==> src/rtl/msg_fifo_pkg.sv <==
package msg_fifo_pkg;
  typedef struct packed {
    logic not_empty;
    logic above_thr;
    logic full;
  } mf_status_t;
endpackage

==> src/rtl/mf_ctrl.sv <==
module mf_ctrl #(
  parameter int DEPTH = 32,
  parameter int PTR_W = $clog2(DEPTH),
  parameter int CNT_W = $clog2(DEPTH + 1)
) (
  input  logic             clk_i,
  input  logic             rst_ni,
  input  logic             wr_en_i,
  input  logic             rd_en_i,
  output logic             push_o,
  output logic             pop_o,
  output logic [PTR_W-1:0] wr_ptr_o,
  output logic [PTR_W-1:0] rd_ptr_o,
  output logic [CNT_W-1:0] cnt_nxt_o,
  output logic             underflow_o
);
  logic [CNT_W-1:0] cnt_q;
  logic [PTR_W-1:0] wr_ptr_q, rd_ptr_q;
  logic empty, full, drop, uf_q;

  function automatic logic [PTR_W-1:0] ptr_inc(input logic [PTR_W-1:0] p);
    return (p == PTR_W'(DEPTH - 1)) ? '0 : p + 1'b1;
  endfunction

  assign empty  = (cnt_q == '0);
  assign full   = (cnt_q == CNT_W'(DEPTH));
  assign push_o = wr_en_i;
  assign pop_o  = rd_en_i && !empty;
  // write into a full buffer with no pop: oldest entry is dropped
  assign drop   = wr_en_i && full && !pop_o;

  always_comb begin
    cnt_nxt_o = cnt_q;
    if (push_o && !pop_o && !full) cnt_nxt_o = cnt_q + 1'b1;
    else if (pop_o && !push_o)     cnt_nxt_o = cnt_q - 1'b1;
  end

  always_ff @(posedge clk_i or negedge rst_ni) begin
    if (!rst_ni) begin
      cnt_q    <= '0;
      wr_ptr_q <= '0;
      rd_ptr_q <= '0;
      uf_q     <= 1'b0;
    end else begin
      cnt_q <= cnt_nxt_o;
      if (push_o)         wr_ptr_q <= ptr_inc(wr_ptr_q);
      if (pop_o || drop)  rd_ptr_q <= ptr_inc(rd_ptr_q);
      uf_q <= rd_en_i && empty;
    end
  end

  assign wr_ptr_o    = wr_ptr_q;
  assign rd_ptr_o    = rd_ptr_q;
  assign underflow_o = uf_q;

  a_r5_cnt_bound: assert property (@(posedge clk_i) disable iff (!rst_ni)
    cnt_q <= CNT_W'(DEPTH));
  a_r6_full_write_stays_full: assert property (@(posedge clk_i) disable iff (!rst_ni)
    full && wr_en_i && !rd_en_i |=> cnt_q == CNT_W'(DEPTH));
  a_r8_rw_count_stable: assert property (@(posedge clk_i) disable iff (!rst_ni)
    wr_en_i && rd_en_i && !empty |=> $stable(cnt_q));
  a_r7_empty_read_no_move: assert property (@(posedge clk_i) disable iff (!rst_ni)
    rd_en_i && !wr_en_i && empty |=> $stable(rd_ptr_q) && cnt_q == '0);
endmodule

==> src/rtl/mf_store.sv <==
module mf_store #(
  parameter int DATA_W = 32,
  parameter int DEPTH  = 32,
  parameter int PTR_W  = $clog2(DEPTH)
) (
  input  logic              clk_i,
  input  logic              rst_ni,
  input  logic              push_i,
  input  logic [PTR_W-1:0]  wr_ptr_i,
  input  logic [DATA_W-1:0] wr_data_i,
  input  logic              pop_i,
  input  logic [PTR_W-1:0]  rd_ptr_i,
  output logic [DATA_W-1:0] rd_data_o
);
  logic [DATA_W-1:0] mem_q [DEPTH];
  logic [DATA_W-1:0] rd_q;

  always_ff @(posedge clk_i) begin
    if (push_i) mem_q[wr_ptr_i] <= wr_data_i;
  end

  // captures old entry even when the same slot is rewritten this cycle
  always_ff @(posedge clk_i or negedge rst_ni) begin
    if (!rst_ni)    rd_q <= '0;
    else if (pop_i) rd_q <= mem_q[rd_ptr_i];
  end

  assign rd_data_o = rd_q;

  a_r7_hold_without_pop: assert property (@(posedge clk_i) disable iff (!rst_ni)
    !pop_i |=> $stable(rd_data_o));
endmodule

==> src/rtl/mf_flags.sv <==
module mf_flags
  import msg_fifo_pkg::*;
#(
  parameter int DEPTH = 32,
  parameter int CNT_W = $clog2(DEPTH + 1)
) (
  input  logic             clk_i,
  input  logic             rst_ni,
  input  logic [CNT_W-1:0] cnt_nxt_i,
  input  logic [CNT_W-1:0] thresh_i,
  output mf_status_t       status_o
);
  mf_status_t st_q;

  always_ff @(posedge clk_i or negedge rst_ni) begin
    if (!rst_ni) begin
      st_q <= '0;
    end else begin
      st_q.not_empty <= (cnt_nxt_i != '0);
      st_q.above_thr <= (cnt_nxt_i > thresh_i);
      st_q.full      <= (cnt_nxt_i == CNT_W'(DEPTH));
    end
  end

  assign status_o = st_q;

  a_r5_full_implies_not_empty: assert property (@(posedge clk_i) disable iff (!rst_ni)
    st_q.full |-> st_q.not_empty);
  a_r4_above_implies_not_empty: assert property (@(posedge clk_i) disable iff (!rst_ni)
    st_q.above_thr |-> st_q.not_empty);
endmodule

==> src/rtl/msg_fifo_ovw.sv <==
module msg_fifo_ovw
  import msg_fifo_pkg::*;
#(
  parameter int DATA_W = 32,
  parameter int DEPTH  = 32,
  localparam int PTR_W = $clog2(DEPTH),
  localparam int CNT_W = $clog2(DEPTH + 1)
) (
  input  logic              clk_i,
  input  logic              rst_ni,
  input  logic              wr_en_i,
  input  logic [DATA_W-1:0] wr_data_i,
  input  logic              rd_en_i,
  input  logic [CNT_W-1:0]  thresh_i,
  output logic [DATA_W-1:0] rd_data_o,
  output logic              not_empty_o,
  output logic              above_thr_o,
  output logic              full_o,
  output logic              underflow_o
);
  logic             push, pop;
  logic [PTR_W-1:0] wr_ptr, rd_ptr;
  logic [CNT_W-1:0] cnt_nxt;
  mf_status_t       status;

  mf_ctrl #(.DEPTH(DEPTH), .PTR_W(PTR_W), .CNT_W(CNT_W)) u_ctrl (
    .clk_i       (clk_i),
    .rst_ni      (rst_ni),
    .wr_en_i     (wr_en_i),
    .rd_en_i     (rd_en_i),
    .push_o      (push),
    .pop_o       (pop),
    .wr_ptr_o    (wr_ptr),
    .rd_ptr_o    (rd_ptr),
    .cnt_nxt_o   (cnt_nxt),
    .underflow_o (underflow_o)
  );

  mf_store #(.DATA_W(DATA_W), .DEPTH(DEPTH), .PTR_W(PTR_W)) u_store (
    .clk_i     (clk_i),
    .rst_ni    (rst_ni),
    .push_i    (push),
    .wr_ptr_i  (wr_ptr),
    .wr_data_i (wr_data_i),
    .pop_i     (pop),
    .rd_ptr_i  (rd_ptr),
    .rd_data_o (rd_data_o)
  );

  mf_flags #(.DEPTH(DEPTH), .CNT_W(CNT_W)) u_flags (
    .clk_i     (clk_i),
    .rst_ni    (rst_ni),
    .cnt_nxt_i (cnt_nxt),
    .thresh_i  (thresh_i),
    .status_o  (status)
  );

  assign not_empty_o = status.not_empty;
  assign above_thr_o = status.above_thr;
  assign full_o      = status.full;

  a_r3_write_sets_not_empty: assert property (@(posedge clk_i) disable iff (!rst_ni)
    wr_en_i |=> not_empty_o);
  a_r7_underflow_when_empty: assert property (@(posedge clk_i) disable iff (!rst_ni)
    underflow_o |-> $stable(rd_data_o));
endmodule

==> config.mk <==
export PLATFORM = sky130hd
export DESIGN_NAME = msg_fifo_ovw
export DESIGN_NICKNAME = d
export VERILOG_FILES = /design/src/rtl/msg_fifo_pkg.sv /design/src/rtl/mf_ctrl.sv /design/src/rtl/mf_store.sv /design/src/rtl/mf_flags.sv /design/src/rtl/msg_fifo_ovw.sv
export SDC_FILE = /design/constraint.sdc
export NUM_CORES = 1
export LEC_CHECK = 0
export CELL_PAD_IN_SITES_DETAIL_PLACEMENT = 1
export CELL_PAD_IN_SITES_GLOBAL_PLACEMENT = 1
export CORE_ASPECT_RATIO = 1.2
export CORE_MARGIN = 10
export CORE_UTILIZATION = 30
export DETAILED_ROUTE_END_ITERATION = 8
export DONT_BUFFER_PORTS = 1
export PLACE_DENSITY = 0.5
export SYNTH_ARGS = -nofsm -noshare
export SYNTH_HDL_FRONTEND = slang
export SYNTH_SLANG_ARGS = --single-unit
==> constraint.sdc <==
create_clock -name clk_i -period 3.4 [get_ports clk_i]
set_input_delay 0.34 -clock clk_i [delete_from_list [all_inputs] [get_ports clk_i]]
set_output_delay 0.34 -clock clk_i [all_outputs]
set_load 0.01 [all_outputs]
==> metrics.csv <==
metric,value,unit
outcome,finished clean,
Worst Path Buf+Inv,2,
latest clock arrival within the worst-skew pair,0.70,ns
Ys Warns,0,
via count,20300,
RSZ-0062 raised after global routing,false,
first-pass GRT wire length,165,mm
fin nets,2195,
CP peak stage delay,0.58,ns
WL/cell,28.4,um
Post-route DRC,0,
Post-CTS Resized,0,
Die Wd,360,um
final setup vio count,0,
Clock Skew,0.0157,ns
Core Region,0.138,sq mm
Clock Path Buffers,3,
"area leader, netlist",edfxtp_1,
DR pass1 iterations,4,
slowest stage cell on the critical path,or4b_1,
die area,0.154,sq mm
Port Buffers,0,
GR Overflow Total,0,
Mapped Area,0.0417,sq mm
sequential share of power,44.1,%
Crit Path Max Fanout,6,
Post-synth EDFFs,1024,
max-slew violations,0,
prevailing post-synth register cell,edfxtp_1,
CTS tree,built,
detailed placer's ending HPWL,66.2,mm
Root Buffer,clkbuf_16,
DRT iter0 DRCs,1537,
Post-Syn Nets,2039,
Cells after Synth,1981,
most area-consuming cells after synthesis,"edfxtp_1 74%, mux4_2 12%, dfrtp_1 3.1%, mux2i_1 2.4%, mux2_2 1.8%",
Logic pwr share,24.1,%
overall routed net length,115,mm
crit start category,flop,
crit end category,flop,
initial core utilization,30.2,%
Slew @ Worst Pin,1.24,ns
ys async rst share,4.83,%
fmax,0.316,GHz
P_leak,0.0159,uW
Max H-tree Level,3,
"FF+latch count, synth",1076,
Crit Path Category,flop to flop,
WHS,0.0771,ns
Clock Power Share,31.8,%
fin crit share,93.2,%
Util after Layout,35.7,%
"Cell Chain, Critical Path",inv_1 -> ha_1 -> or4b_1 -> buf_4 -> nor2_1 -> a221o_1 -> o21ai_0 -> ha_1 -> nor2b_1 -> o21ai_0 -> nand2b_1 -> a221oi_1 -> a41oi_1,
"Arr. time, crit path",3.74,ns
Switching Fraction,29.3,%
Slew headroom,17.2,%
Crit path required time,3.97,ns
number of global-route vias before repair,22300,
Peak VDD IR,0.420,mV
Yosys cell types,52,
initial antenna violation count,4,
"antenna viol nets, final",0,
share of post-route cells with drive strength above 1,28.1,%
max-cap violation count,0,
Area Growth Syn to Fin,17.9,%
Hold/Removal Path Class,input pin to flop,
gpl congestion,0.728,
"CP delay by family, top",simple AND/OR/NAND/NOR gates,
gr usage total,14.7,%
mean area per synthesized cell,21.0,sq um
clock-pin slew on the worst setup and hold paths,0.07,ns
pwr/cell area,759,mW/mm^2
top-area cell type share of the netlist area,73.8,%
CTS Hold Bufs,59,
register area share after synthesis,76.9,%
final-report hold violation count,0,
largest net degree at the start of global routing,63,
P_int,26400,uW
Final Critical Period,3.17,ns
clock buffer count from CTS,106,
Net Switching,10900,uW
Chip Height,428,um
num rows,149,
CTS sink cnt,1076,
Vias per Instance,5.02,
postcts setup bufs,0,
number of I/O pins,78,
## cells in the mapped netlist (2+ instances only)
master,instances
nor3_1,14
nand2b_1,4
o2bb2ai_1,2
mux4_2,223
dfrtp_1,52
o211ai_1,33
inv_1,12
nand3b_1,3
o22ai_1,3
edfxtp_1,1024
nand4b_1,2
buf_1,7
nor2_1,33
o21ai_1,12
mux2i_1,100
nand2_1,81
mux2_2,68
nand4_1,35
buf_2,44
clkbuf_1,62
buf_4,2
a31oi_1,4
or2_2,3
xor2_1,2
o31a_1,2
and3_1,5
a22oi_1,35
o21ai_0,33
nor2b_1,7
a21oi_1,35
nand3_1,3
ha_1,16
## worst reg2reg max path: cells and delay by family (launching register included)
| kind | cells | cell delay [ns] |
|---|---|---|
| fa+ha+maj | 2 | 0.52 |
| compound gates | 5 | 0.86 |
| flops | 1 | 0.38 |
| buf+inv | 2 | 0.34 |
| simple gates | 4 | 0.95 |
## per-layer routing
layer	global-route usage, %	routed length (um)
met5	0	0
met4	4.14	2550
met3	2.35	4760
met2	26.0	59600
met1	18.4	48100
## kinds of logic after synthesis
kind of cell / share of synthesized area (%)
DFF: 76.9
AOI/OAI and AO/OA: 2.59
muxes: 16.3
and+or+nand+nor: 2.36
xor gates and xnor gates: 0.0631
adders and majority gates: 0.480
buffers and inverters: 1.29
## cell usage in the layout (no fill, tap or decap), types with 4 or more instances in the layout
cell type,synthesis,final
nand4_1,35,35
dfrtp_4,0,4
mux4_2,223,223
mux2i_1,100,100
mux2_2,68,68
inv_6,0,4
a31oi_1,4,4
nor3_2,0,7
clkbuf_16,0,108
a22oi_1,35,35
inv_1,12,12
nor2_1,33,12
bufinv_16,0,11
dlygate4sd3_1,0,39
nor3_4,0,5
ha_1,16,16
clkbuf_8,0,5
o21ai_1,12,12
buf_12,0,43
nor2_4,0,21
a21oi_1,35,35
clkinv_1,0,13
o21ai_0,33,33
clkinvlp_4,0,7
clkinv_2,0,26
o211ai_1,33,33
and3_1,5,5
nand2b_1,4,4
nor2b_1,7,6
dfrtp_1,52,48
edfxtp_1,1024,1024
clkbuf_1,62,23
buf_4,2,80
nand2_1,81,81
## flip-flops by register name, indices dropped and copies added, names as in the netlist
| name | flops |
|---|---|
| u_store.mem_q | 1024 |
| u_store.rd_data_o | 32 |
| u_ctrl.cnt_q | 6 |
| u_ctrl.rd_ptr_o | 5 |
| u_ctrl.wr_ptr_o | 5 |
| u_flags.status_o | 3 |
| u_ctrl.underflow_o | 1 |
## layout make-up
type / count / area [sq um]
fill: 13200 / 88700
multi-input combinational: 778 / 9350
antenna: 1 / 2.50
clock buffer: 136 / 2860
clock inverter: 65 / 651
sequential: 1076 / 32100
tap: 1812 / 2270
inverter: 12 / 45.0
timing repair buffer: 163 / 1880
## power groups by stage
stage                     combinational [uW]  clock, uW  sequential, uW
after floorplan                         6230          0           16000
after global placement                  8800          0           16700
after detailed placement                8880          0           16800
after CTS                               9210      12200           16500
after global routing                    9710      12700           16500
final                                   8970      11900           16400
## final timing paths
kind,startpoint,to,slack [ns],cells past startpoint
worst max-delay path,u_ctrl.cnt_q[0],u_flags.status_o[1],0.23,13
worst min-delay path,rd_en_i,u_ctrl.cnt_q[0],0.08,4
worst max register to register,u_ctrl.cnt_q[0],u_flags.status_o[1],0.23,13
worst min register to register,u_store.rd_data_o[0],u_store.rd_data_o[0],0.63,2
max in group asynchronous,rst_ni,u_ctrl.rd_ptr_o[3],2.80,2
min in group asynchronous,rst_ni,u_flags.status_o[1],0.18,2
## through the flow
stage | setup slack (ns) | power, uW | setup TNS [ns] | instances | instance area (sq um)
finish | 0.233 | 37300 | 0 | 4043 | 49100
global route | 0.0699 | 38900 | 0 | 4043 | 49100
CTS | 0.241 | 37900 | 0 | 4042 | 49100
detailed placement | 0.259 | 25600 | 0 | 3782 | 44800
global placement | 0.279 | 25500 | 0 | 3782 | 44800
floorplan | -0.649 | 22300 | -124.70 | 1981 | 41700
(Power assumes the default switching activity.)
